<file path="config.mk">
export PLATFORM = sky130hd
export DESIGN_NAME = lp_time_counter
export DESIGN_NICKNAME = d
export VERILOG_FILES = /design/src/rtl/rtc_pkg.sv /design/src/rtl/rtc_ms_prescaler.sv /design/src/rtl/rtc_time_count.sv /design/src/rtl/rtc_reg_if.sv /design/src/rtl/lp_time_counter.sv
export SDC_FILE = /design/constraint.sdc
export NUM_CORES = 1
export LEC_CHECK = 0
export BUFFER_PORTS_ARGS = -buffer_cell sky130_fd_sc_hd__buf_4
export CORE_ASPECT_RATIO = 0.6
export CORE_MARGIN = 1.5
export CORE_UTILIZATION = 55
export DETAILED_ROUTE_END_ITERATION = 16
export GPL_TIMING_DRIVEN = 0
export PLACE_DENSITY = 0.77
export REMOVE_ABC_BUFFERS = 1
export SYNTH_ARGS = -nofsm -noshare
export SYNTH_HDL_FRONTEND = slang
export SYNTH_SLANG_ARGS = --single-unit
</file>
<file path="constraint.sdc">
create_clock -name clk -period 3.6 [get_ports clk]
set_input_delay 0.72 -clock clk [delete_from_list [all_inputs] [get_ports clk]]
set_output_delay 0.72 -clock clk [all_outputs]
set_load 0.01 [all_outputs]
</file>
<file path="src/rtl/rtc_pkg.sv">
package rtc_pkg;
  // Register offsets; software depends on these positions.
  localparam logic [7:0] OFS_SEC    = 8'h08;
  localparam logic [7:0] OFS_SHADOW = 8'h0C;
  localparam logic [7:0] OFS_MS     = 8'h10;

  typedef enum logic [1:0] {
    RS_NONE,
    RS_SEC,
    RS_SHADOW,
    RS_MS
  } reg_sel_e;

  function automatic reg_sel_e decode_ofs(input logic [7:0] ofs);
    case (ofs)
      OFS_SEC:    return RS_SEC;
      OFS_SHADOW: return RS_SHADOW;
      OFS_MS:     return RS_MS;
      default:    return RS_NONE;
    endcase
  endfunction
endpackage

</file>
<file path="src/rtl/rtc_ms_prescaler.sv">
module rtc_ms_prescaler #(
  parameter int TICK_HZ = 32768,
  parameter int MS_STEP = 1000
) (
  input  logic clk,
  input  logic rst_n,
  input  logic clear,
  input  logic tick_en,
  output logic ms_tick
);
  localparam int ACC_W = $clog2(TICK_HZ + MS_STEP);
  localparam logic [ACC_W-1:0] LIMIT = ACC_W'(TICK_HZ);
  localparam logic [ACC_W-1:0] STEP  = ACC_W'(MS_STEP);

  logic [ACC_W-1:0] acc_q;
  logic [ACC_W-1:0] acc_sum;

  always_comb begin
    acc_sum = acc_q + STEP;
    ms_tick = tick_en && !clear && (acc_sum >= LIMIT);
  end

  always_ff @(posedge clk or negedge rst_n) begin
    if (!rst_n) begin
      acc_q <= '0;
    end else if (clear) begin
      acc_q <= '0;
    end else if (tick_en) begin
      acc_q <= (acc_sum >= LIMIT) ? (acc_sum - LIMIT) : acc_sum;
    end
  end
endmodule

</file>
<file path="src/rtl/rtc_time_count.sv">
module rtc_time_count #(
  parameter int MS_PER_S = 1000,
  parameter int SEC_W    = 32,
  localparam int MS_W    = $clog2(MS_PER_S)
) (
  input  logic             clk,
  input  logic             rst_n,
  input  logic             ms_tick,
  input  logic             load,
  input  logic [SEC_W-1:0] load_val,
  output logic [MS_W-1:0]  ms_q,
  output logic [SEC_W-1:0] sec_q,
  output logic [MS_W-1:0]  ms_nxt,
  output logic [SEC_W-1:0] sec_nxt
);
  localparam logic [MS_W-1:0] MS_LAST = MS_W'(MS_PER_S - 1);

  logic wrap;

  always_comb begin
    wrap    = ms_tick && (ms_q == MS_LAST);
    ms_nxt  = ms_q;
    sec_nxt = sec_q;
    if (load) begin
      ms_nxt  = '0;
      sec_nxt = load_val;
    end else if (ms_tick) begin
      ms_nxt = wrap ? '0 : ms_q + 1'b1;
      if (wrap) sec_nxt = sec_q + 1'b1;
    end
  end

  always_ff @(posedge clk or negedge rst_n) begin
    if (!rst_n) begin
      ms_q  <= '0;
      sec_q <= '0;
    end else begin
      ms_q  <= ms_nxt;
      sec_q <= sec_nxt;
    end
  end
endmodule

</file>
<file path="src/rtl/rtc_reg_if.sv">
module rtc_reg_if
  import rtc_pkg::*;
#(
  parameter int ADDR_W = 8,
  parameter int DATA_W = 32,
  parameter int SEC_W  = 32,
  parameter int MS_W   = 10
) (
  input  logic              clk,
  input  logic              rst_n,
  input  logic              bus_sel,
  input  logic              bus_wr,
  input  logic [ADDR_W-1:0] bus_addr,
  input  logic [DATA_W-1:0] bus_wdata,
  input  logic [MS_W-1:0]   ms_nxt,
  input  logic [SEC_W-1:0]  sec_nxt,
  output logic              sec_load,
  output logic [SEC_W-1:0]  sec_load_val,
  output logic [SEC_W-1:0]  shadow_q,
  output logic [DATA_W-1:0] bus_rdata,
  output logic              bus_rvalid
);
  reg_sel_e    sel;
  logic        rd_req;
  logic [DATA_W-1:0] rd_mux;

  always_comb begin
    sel          = decode_ofs(8'(bus_addr));
    rd_req       = bus_sel && !bus_wr;
    sec_load     = bus_sel && bus_wr && (sel == RS_SEC);
    sec_load_val = SEC_W'(bus_wdata);
    case (sel)
      RS_SEC:    rd_mux = DATA_W'(sec_nxt);
      RS_SHADOW: rd_mux = DATA_W'(shadow_q);
      RS_MS:     rd_mux = DATA_W'(ms_nxt);
      default:   rd_mux = '0;
    endcase
  end

  always_ff @(posedge clk or negedge rst_n) begin
    if (!rst_n) begin
      shadow_q   <= '0;
      bus_rdata  <= '0;
      bus_rvalid <= 1'b0;
    end else begin
      bus_rvalid <= rd_req;
      if (rd_req) bus_rdata <= rd_mux;
      if (rd_req && sel == RS_MS) shadow_q <= sec_nxt;
    end
  end
endmodule

</file>
<file path="src/rtl/lp_time_counter.sv">
module lp_time_counter #(
  parameter int TICK_HZ  = 32768,
  parameter int MS_STEP  = 1000,
  parameter int MS_PER_S = 1000,
  parameter int SEC_W    = 32,
  parameter int ADDR_W   = 8,
  parameter int DATA_W   = 32
) (
  input  logic              clk,
  input  logic              rst_n,
  input  logic              tick_en,
  input  logic              bus_sel,
  input  logic              bus_wr,
  input  logic [ADDR_W-1:0] bus_addr,
  input  logic [DATA_W-1:0] bus_wdata,
  output logic [DATA_W-1:0] bus_rdata,
  output logic              bus_rvalid
);
  localparam int MS_W = $clog2(MS_PER_S);

  logic             ms_tick;
  logic             sec_load;
  logic [SEC_W-1:0] sec_load_val;
  logic [MS_W-1:0]  ms_q, ms_nxt;
  logic [SEC_W-1:0] sec_q, sec_nxt;
  logic [SEC_W-1:0] shadow_q;

  rtc_ms_prescaler #(.TICK_HZ(TICK_HZ), .MS_STEP(MS_STEP)) u_pre (
    .clk(clk), .rst_n(rst_n), .clear(sec_load), .tick_en(tick_en), .ms_tick(ms_tick)
  );

  rtc_time_count #(.MS_PER_S(MS_PER_S), .SEC_W(SEC_W)) u_cnt (
    .clk(clk), .rst_n(rst_n), .ms_tick(ms_tick), .load(sec_load),
    .load_val(sec_load_val), .ms_q(ms_q), .sec_q(sec_q),
    .ms_nxt(ms_nxt), .sec_nxt(sec_nxt)
  );

  rtc_reg_if #(.ADDR_W(ADDR_W), .DATA_W(DATA_W), .SEC_W(SEC_W), .MS_W(MS_W)) u_regs (
    .clk(clk), .rst_n(rst_n), .bus_sel(bus_sel), .bus_wr(bus_wr),
    .bus_addr(bus_addr), .bus_wdata(bus_wdata), .ms_nxt(ms_nxt), .sec_nxt(sec_nxt),
    .sec_load(sec_load), .sec_load_val(sec_load_val), .shadow_q(shadow_q),
    .bus_rdata(bus_rdata), .bus_rvalid(bus_rvalid)
  );
endmodule

</file>
==> results of run 1 <==
synthesized netlist by cell type, drive strengths merged (9+ instances only):
| cell | number | area [um^2] |
|---|---|---|
| xor2 | 18 | 157.7 |
| and2 | 9 | 56.30 |
| buf | 19 | 112.6 |
| nand3 | 22 | 110.1 |
| nand4 | 21 | 131.4 |
| nor3 | 22 | 151.4 |
| dfrtp | 120 | 3003 |
| and3 | 10 | 62.56 |
| nor2 | 83 | 311.6 |
| o21ai | 56 | 280.3 |
| a21oi | 36 | 180.2 |
| a22oi | 27 | 202.7 |
| nand2 | 57 | 219.0 |
| xnor2 | 29 | 254.0 |
| clkbuf | 16 | 60.06 |
| nor4 | 9 | 105.1 |
sequential cells by signal, summed over array words and instances (netlist names):
signal	cells
u_cnt.sec_q	32
u_regs.bus_rdata	32
u_regs.shadow_q	32
u_pre.acc_q	13
u_cnt.ms_q	10
u_regs.bus_rvalid	1
how the worst min path moves through the flow:
stage	startpoint	end
3_3_place_gp	u_regs.shadow_q[1]	u_regs.shadow_q[1]
4_1_cts	rst_n	u_pre.acc_q[3]
2_1_floorplan	rst_n	u_cnt.ms_q[0]
3_5_place_dp	u_regs.shadow_q[1]	u_regs.shadow_q[1]
5_1_grt	rst_n	u_regs.bus_rdata[26]
6_report	rst_n	u_pre.acc_q[3]
layout make-up:
cell class                 instances  area, um^2
inverter                           2       7.507
clock inverter                     8       165.2
sequential                       120        3003
fill                             793        3259
timing repair buffer              81       666.9
tap                              139       173.9
clock buffer                      24       491.7
multi-input combinational        464        2791
stage by stage:
step                setup TNS, ns  worst slack (ns)
CTS                             0            0.5106
global route                    0            0.2106
finish                          0            0.4270
global placement           -5.228           -0.1983
floorplan                       0            0.6612
detailed placement              0           0.08743
kinds of logic after synthesis:
| group | after synthesis |
|---|---|
| AND/OR/NAND/NOR | 265 |
| AO/OA/AOI/OAI | 144 |
| flip-flops | 120 |
| XOR/XNOR | 47 |
| buffers and inverters | 37 |
| multiplexers | 5 |
| adder cells (fa/ha/maj) | 3 |
where the power goes:
part,total (W),internal [W],leakage (nW),switching [W]
registers,0.00156,0.00145,1.64,0.000109
clock network,0.00191,0.00130,0.324,0.000608
logic,0.000354,0.000161,1.21,0.000193
routing by layer:
layer | wire length (um) | up-vias
met1 | 7299 | 2514
li1 | - | 2339
met2 | 7276 | 247
met4 | 283 | 0
met5 | 0 | -
met3 | 1431 | 36
==> reports/results.tsv, run 1 <==
metric	value	unit
antenna-violating nets left	0	
Synth Area in Compound Gates	14.65	%
slowest stage cell, crit path	nand2_1	
CTS buffer count	17	
via-per-instance ratio	6.129	
total gr overflow	0	
Worst R2R Setup Slack	0.73	ns
Cell variety after synth	56	
Synth Instances	621	
final core occ	69.13	%
EDFF count, synth	0	
power per cell area	523.6	nW/um^2
row cnt	29	
synth warn	0	
Worst slew margin	11.24	%
Leakage Power	3.179	nW
Final setup viols	0	
dpl cell area	6643	um^2
measured slew at the worst slew-check pin	1.324	ns
WL per Instance	19.44	um
Core Area	10560	um^2
Total Routing Usage GR	29.48	%
CTS root buf	clkbuf_16	
CTS tree	done	
CTS clock-pin slew for the worst setup and hold paths	0.05	ns
largest family of logic cells by synthesized area	simple AND/OR/NAND/NOR gates	
CP peak stage delay	0.84	ns
GR met1 Demand/Resource	42.56	%
WHS	0.1270	ns
vias	5136	
Die W	137.5	um
Area Growth Syn to Fin	22.31	%
Critical R2R Launch	u_cnt.ms_q[0]	
data required time at the worst endpoint	3.86	ns
Post-Syn Area	5968	um^2
routability cong.	0.8828	
IO buf count	77	
share of cells above drive strength 1	19.17	%
number of global-route vias before repair	4952	
Clock Skew	0.007247	ns
part of the Yosys area used for sequential elements	50.31	%
Crit path depth	7	
largest net degree at the start of global routing	104	
Startpoint Class	input port	
Setup Buffers After CTS	0	
reg-to-reg endpoint	u_cnt.sec_q[24]	
status	finished, final reports clean	
met3 Usage GRT	7.529	%
total of max-cap violations	0	
cell area after layout	7300	um^2
Initial DRT Pass Iterations	5	
CTS Buffer Depth	2	
Vert. Die Dim	83.69	um
Initial Util	56.52	%
final std cells w/o fill	838	
Max FO, Critical Path	36	
latest clock arrival within the worst-skew pair	0.42	ns
CP top delay family	simple AND/OR/NAND/NOR gates	
total power	0.003822	W
WS Path Type	input port to register	
Max VDD drop	0.3767	mV
xor-xnor portion of the synthesized cell area	6.897	%
I/O pins	78	
first-pass GRT wire length	25690	um
Reg2Reg Depth	7	
initial antenna violation count	0	
placed cell count	806	
Die ar.	11510	um^2
post-DP HPWL	10390	um
WP data arrival	3.44	ns
Post-Syn Area per Cell	9.611	um^2
Peak Freq	315.2	MHz
adder-cell share of the synthesized area	0.6289	%
Critical Path Sink Type	register	
GR Layer Usage met2	43.41	%
Slew Limit Fails	0	
Critical Path Source	bus_addr[0]	
Tcrit/Tclk final	88.14	%
Nets	734	
global route hottest layer	met2	
Buf+Inv Stages, Crit Path	1	
critical-path cell list	buf_4 -> or4_1 -> nor3_1 -> nand2_1 -> nand4_1 -> xor2_1 -> o221ai_1	
RSZ-0062 raised after global routing	no	
final hold vios	0	
most common cell after layout, fill and taps aside	dfrtp_1	
Diodes inserted	0	
Post-synth top flop	dfrtp_1	
drt initial violations	498	
WL final	16290	um
Final min period	3.173	ns
DRC	0	
fraction of registers with async set/reset	100.0	%
Hold Crit Class	input port to asynchronous set/reset pin	
CTS hold repair buffers	0	
most frequent cells in the layout	120 x dfrtp_1, 83 x nor2_1, 76 x buf_4	
total clock sinks	120	
post_cts resized	0	
Worst Setup EP	u_regs.bus_rdata[9]	
post-synthesis mux area share	0.9434	%
CTS H-tree depth	4	
Synth Area in Simple Gates	23.54	%
FF+latch count, synth	120	
(Power assumes the default switching activity.)
==> run 2: changes to the inputs <==
--- a/config.mk
+++ b/config.mk
@@ -7,8 +7,9 @@
 export LEC_CHECK = 0
 export BUFFER_PORTS_ARGS = -buffer_cell sky130_fd_sc_hd__buf_4
 export CORE_ASPECT_RATIO = 0.6
-export CORE_MARGIN = 1.5
+export CORE_MARGIN = 5
 export CORE_UTILIZATION = 55
+export CTS_BUF_LIST = sky130_fd_sc_hd__clkbuf_4
 export DETAILED_ROUTE_END_ITERATION = 16
 export GPL_TIMING_DRIVEN = 0
 export PLACE_DENSITY = 0.77
==> run 2 against run 1 <==
Compared with the run above:
- clock power down 59%
- wire length down 1.7%
- clock skew up 0.011 ns
- sequential share of layout area up 2.7 points
- critical endpoint is now u_regs.bus_rdata[1]
==> reports/results.tsv, run 2 (same netlist as run 1, synthesis figures left out) <==
metric	value	unit	change
CTS tree	done		
post-DP HPWL	10980	um	+5.7%
CTS clock-pin slew for the worst setup and hold paths	0.11	ns	+0.06 ns
Nets	735		+0.14%
Area Growth Syn to Fin	14.74	%	
Peak Freq	328.4	MHz	+4.2%
Buf+Inv Stages, Crit Path	1		unchanged
share of cells above drive strength 1	19.14	%	-0.027 points
hold path start	bus_wdata[31]		
final core occ	64.63	%	-4.5 points
Critical R2R Launch	u_cnt.ms_q[0]		
Reg area	3003	um^2	unchanged
total power	0.002703	W	-29%
CTS H-tree depth	4		unchanged
WS Path Type	input port to register		
slowest stage cell, crit path	nand2_1		
Diodes inserted	0		unchanged
Worst R2R Setup Slack	0.79	ns	+0.06 ns
Worst slew margin	10.34	%	-0.90 points
RSZ-0062 raised after global routing	no		
WP data arrival	3.44	ns	about the same
total clock sinks	120		unchanged
Final setup viols	0		unchanged
most common cell after layout, fill and taps aside	dfrtp_1		
Initial DRT Pass Iterations	7		+2
total gr overflow	0		unchanged
status	finished, final reports clean		
Hold Crit Class	input port to register		
data required time at the worst endpoint	4.00	ns	+0.14 ns
antenna-violating nets left	0		unchanged
DRC	0		unchanged
WL final	16010	um	-1.7%
placed cell count	806		unchanged
Slew Limit Fails	0		unchanged
most frequent cells in the layout	120 x dfrtp_1, 83 x nor2_1, 76 x buf_4		
Setup Buffers After CTS	0		unchanged
Leakage Power	2.977	nW	-6.3%
row cnt	29		unchanged
I/O pins	78		unchanged
IO buf count	77		unchanged
Final min period	3.045	ns	-0.1284 ns
final hold vios	0		unchanged
largest net degree at the start of global routing	104		unchanged
total of max-cap violations	0		unchanged
number of global-route vias before repair	5042		+1.8%
drt initial violations	570		+14%
initial antenna violation count	0		unchanged
biggest regs	u_cnt.sec_q x32, u_regs.bus_rdata x32, u_regs.shadow_q x32		
Multi-input gate area	2791	um^2	unchanged
via-per-instance ratio	6.069		-0.97%
Startpoint Class	input port		
power per cell area	394.7	nW/um^2	-25%
Reg2Reg Depth	7		unchanged
CP top delay family	simple AND/OR/NAND/NOR gates		
WL per Instance	19.08	um	-1.8%
hold path endpoint	u_cnt.sec_q[31]		
Hold Path Cell Cnt	3		
CTS root buf	clkbuf_4		
routability cong.	0.8739		-1.0%
measured slew at the worst slew-check pin	1.342	ns	+0.01746 ns
vias	5092		-0.86%
Critical Path Most Common Cell	nand2_1		
Max VDD drop	0.3396	mV	-9.9%
Tcrit/Tclk final	84.57	%	-3.6 points
Core Area	10600	um^2	+0.34%
Vert. Die Dim	90.69	um	+8.4%
Fill cells	894		+13%
first-pass GRT wire length	25960	um	+1.1%
reg-to-reg endpoint	u_cnt.sec_q[24]		
Die ar.	13100	um^2	+14%
Total Routing Usage GR	25.17	%	-4.3 points
Max FO, Critical Path	36		unchanged
CTS Buffer Depth	2		unchanged
Critical Path Sink Type	register		
final std cells w/o fill	839		+0.12%
Initial Util	56.33	%	-0.19 points
critical-path cell list	buf_4 -> or4_1 -> nor3_1 -> nand2_1 -> nand2_1 -> mux2i_1 -> o221ai_1		
latest clock arrival within the worst-skew pair	0.54	ns	+0.12 ns
Die W	144.5	um	+5.1%
Clock Skew	0.01863	ns	+0.01138 ns
CTS buffer count	17		unchanged
CP peak stage delay	0.86	ns	+0.02 ns
-- run 2: cell type report --
type                       count  area share (%)
inverter                       2          0.1096
clock inverter                12          0.8953
timing repair buffer          82           9.647
clock buffer                  20           2.193
multi-input combinational    464           40.76
tap                          139           2.540
sequential                   120           43.85
-- run 2: how the worst max path moves through the flow --
stage	cells after the start	start	slack (ns)	end
CTS	7	bus_addr[0]	0.65	u_regs.bus_rdata[2]
floorplan	6	bus_addr[0]	0.66	u_regs.bus_rdata[5]
global route	7	bus_addr[0]	0.45	u_regs.bus_rdata[2]
finish	7	bus_addr[0]	0.56	u_regs.bus_rdata[1]
global placement	7	bus_addr[2]	-0.22	u_regs.bus_rdata[7]
detailed placement	7	bus_addr[0]	0.1	u_regs.bus_rdata[2]
-- run 2: per-layer routing --
layer / GRT usage, % / share of wire [%] / routed length [um]
met3: 6.614 / 8.5 / 1367
met1: 38.21 / 46 / 7418
met5: 0 / 0 / 0
met2: 36.21 / 44 / 7090
met4: 5.357 / 0.83 / 133
-- run 2: through the flow --
| step | setup TNS (ns) | hold WS (ns) | cell area [um^2] | setup WS [ns] |
|---|---|---|---|---|
| 5_1_grt | 0 | 0.3468 | 6848 | 0.4454 |
| 2_1_floorplan | 0 | 0.4244 | 5796 | 0.6612 |
| 4_1_cts | 0 | 0.3662 | 6848 | 0.6511 |
| 3_3_place_gp | -3.522 | 0.4554 | 6548 | -0.2216 |
| 6_report | 0 | 0.3923 | 6848 | 0.5554 |
| 3_5_place_dp | 0 | 0.4617 | 6626 | 0.09999 |
-- run 2: power by group --
part,leakage [nW],internal [W],switching (W)
Clock,0.124,0.000279,0.000503
Sequential,1.64,0.00145,0.000110
Combinational,1.21,0.000162,0.000202
Total,2.98,0.00189,0.000814
-- run 2: timing repair --
action	in CTS	in global routing
hold buffers	1	0
hold endpoints to repair	17	0
gates resized for setup	0	0
-- run 2: tightest hold or removal path, cell delays in order --
cell and delay [ns]:
buf_4 0.08, nand2_1 0.03, o21ai_1 0.07
==> run 3: changes to the inputs <==
==> constraint.sdc (replaced) <==
create_clock -name clk -period 3 [get_ports clk]
set_input_delay 0.6 -clock clk [delete_from_list [all_inputs] [get_ports clk]]
set_output_delay 0.6 -clock clk [all_outputs]
set_load 0.01 [all_outputs]
==> run 3 against run 2 <==
Compared with the run above:
- clock-buffer cell count unchanged
- utilization hardly changed
- die area stayed put
- first-iteration DRC count grew 2.8%
- power up 20%
- final cell count did not move
- combinational power grew 20%
- sequential power rose by 20%
- critical path depth did not move
- largest power group unchanged
- highest routed layer unchanged
==> reports/results.tsv, run 3 (same netlist as run 1, synthesis figures left out) <==
metric	value	unit	change
status	finished, final reports clean		
Final setup viols	0		unchanged
Worst R2R Setup Slack	0.22	ns	-0.57 ns
WP data arrival	3.16	ns	-0.28 ns
Final min period	2.784	ns	
Reg power frac	57.6	%	about the same
Tcrit/Tclk final	92.81	%	
Critical R2R Launch	u_cnt.ms_q[0]		
drt initial violations	586		+2.8%
Core Area	10600	um^2	unchanged
WL per Instance	19.02	um	-0.33%
Critical Path Sink Type	register		
Max FO, Critical Path	15		-58%
most common cell after layout, fill and taps aside	dfrtp_1		
CTS buffer count	17		unchanged
Peak Freq	359.2	MHz	
Initial Util	56.33	%	unchanged
routability cong.	0.8739		unchanged
RSZ-0062 raised after global routing	no		
biggest regs	u_cnt.sec_q x32, u_regs.bus_rdata x32, u_regs.shadow_q x32		
largest net degree at the start of global routing	104		unchanged
measured slew at the worst slew-check pin	1.291	ns	-0.05072 ns
total of max-cap violations	0		unchanged
first-pass GRT wire length	25960	um	unchanged
Slew Limit Fails	0		unchanged
number of global-route vias before repair	5042		unchanged
Vert. Die Dim	90.69	um	unchanged
hold path endpoint	u_cnt.sec_q[13]		
Die ar.	13100	um^2	unchanged
WS Path Type	register to register		
Max VDD drop	0.4081	mV	+20%
Reg2Reg Depth	7		unchanged
CTS tree	done		
Clock Skew	0.01641	ns	-0.002214 ns
Die W	144.5	um	unchanged
vias	5078		-0.27%
power per cell area	473.5	nW/um^2	+20%
data required time at the worst endpoint	3.37	ns	-0.63 ns
Nets	735		unchanged
Switching Share	30.11	%	about the same
hold path start	bus_wdata[13]		
Diodes inserted	0		unchanged
Worst slew margin	13.47	%	+3.1 points
CTS root buf	clkbuf_4		
most frequent cells in the layout	120 x dfrtp_1, 83 x nor2_1, 76 x buf_4		
post-DP HPWL	10980	um	unchanged
Hold Path Cell Cnt	3		unchanged
dpl cell area	6626	um^2	unchanged
antenna-violating nets left	0		unchanged
Startpoint Class	register		
Int Power	0.002267	W	+20%
Initial DRT Pass Iterations	5		-2
final hold vios	0		unchanged
I/O pins	78		unchanged
cell area after layout	6850	um^2	about the same
initial antenna violation count	0		unchanged
Fill cells	893		-0.11%
reg-to-reg endpoint	u_cnt.sec_q[24]		
total gr overflow	0		unchanged
Setup Buffers After CTS	0		unchanged
IO buf count	77		unchanged
total clock sinks	120		unchanged
share of cells above drive strength 1	19.29	%	+0.14 points
Comb pwr share	13.5	%	about the same
WL final	15960	um	-0.33%
CTS clock-pin slew for the worst setup and hold paths	0.10	ns	about the same
CTS Buffer Depth	2		unchanged
Total Routing Usage GR	25.17	%	unchanged
row cnt	29		unchanged
CTS H-tree depth	4		unchanged
Area Growth Syn to Fin	14.78	%	about the same
latest clock arrival within the worst-skew pair	0.53	ns	about the same
clock share of power	28.9	%	about the same
PnR worst setup slack	0.2158	ns	-0.3396 ns
Switch Pwr	0.0009767	W	+20%
DRC	0		unchanged
Hold Crit Class	input port to register		
pre-CTS setup slack	-0.3800	ns	-0.4800 ns
Leakage Power	2.978	nW	about the same
via-per-instance ratio	6.052		-0.27%
==> run 3: cell types whose count changed in the layout (fill, tap and decap cells not counted) <==
cell	previous run	this run
nand2_1	55	54
nand2_2	2	3
==> run 3: layout make-up <==
cell class	count	area, um^2	share of cell area (%)
clock buffer	20	150.1	2.192
clock inverter	12	61.31	0.8950
inverter	2	7.507	0.1096
multi-input combinational	464	2794	40.79
sequential	120	3003	43.84
tap	139	173.9	2.539
timing repair buffer	82	660.6	9.644
==> run 3: power groups by stage <==
stage                     Sequential, W  Clock [W]  Combinational, W
after floorplan                 0.00187          0          0.000276
after global placement          0.00188          0          0.000393
after detailed placement        0.00190          0          0.000435
after CTS                       0.00187   0.000949          0.000440
after global routing            0.00189    0.00104          0.000491
final                           0.00187   0.000938          0.000437
==> run 3: how the worst max path moves through the flow <==
| stage | from | endpoint | slack, ns | depth (start not counted) |
|---|---|---|---|---|
| floorplan | bus_addr[0] | u_regs.bus_rdata[5] | 0.18 | 6 |
| global placement | bus_addr[2] | u_regs.bus_rdata[7] | -0.70 | 7 |
| detailed placement | bus_addr[0] | u_regs.bus_rdata[2] | -0.38 | 7 |
| CTS | bus_addr[0] | u_regs.bus_rdata[2] | 0.17 | 7 |
| global route | u_cnt.ms_q[0] | u_cnt.sec_q[30] | 0.003 | 7 |
| finish | u_cnt.ms_q[0] | u_cnt.sec_q[24] | 0.22 | 7 |
==> run 3: critical path, cell delays in order, from the launching register on <==
cell and delay (ns):
dfrtp_1 0.43, ha_1 0.22, and4bb_1 0.29, and3_1 0.61
nand2_2 0.31, nor4_1 0.43, xnor2_1 0.22, a21oi_1 0.11
==> run 3: what timing repair did <==
| action | CTS | global route |
|---|---|---|
| gates resized for setup | 0 | 1 |
| endpoints found under the setup margin | 0 | 2 |
| endpoints found under the hold margin | 17 | 0 |
| hold buffers | 1 | 0 |
==> run 3: metrics by stage <==
step	TNS, ns	utilization, %	power (W)	hold slack [ns]	instances
floorplan	0	-	0.002144	0.3044	586
CTS	0	64.63	0.003256	0.2462	839
finish	0	64.66	0.003244	0.2750	839
detailed placement	-4.048	62.54	0.002332	0.4462	806
global placement	-44.24	61.80	0.002278	0.4554	802
global route	0	64.66	0.003415	0.2268	839
==> run 3: routing by layer <==
| layer | vias up | track usage, % | wire [um] |
|---|---|---|---|
| met5 | - | 0 | 0 |
| met1 | 2477 | 38.21 | 7312 |
| li1 | 2346 | - | - |
| met3 | 15 | 6.614 | 1448 |
| met2 | 240 | 36.21 | 7057 |
| met4 | 0 | 5.357 | 136 |
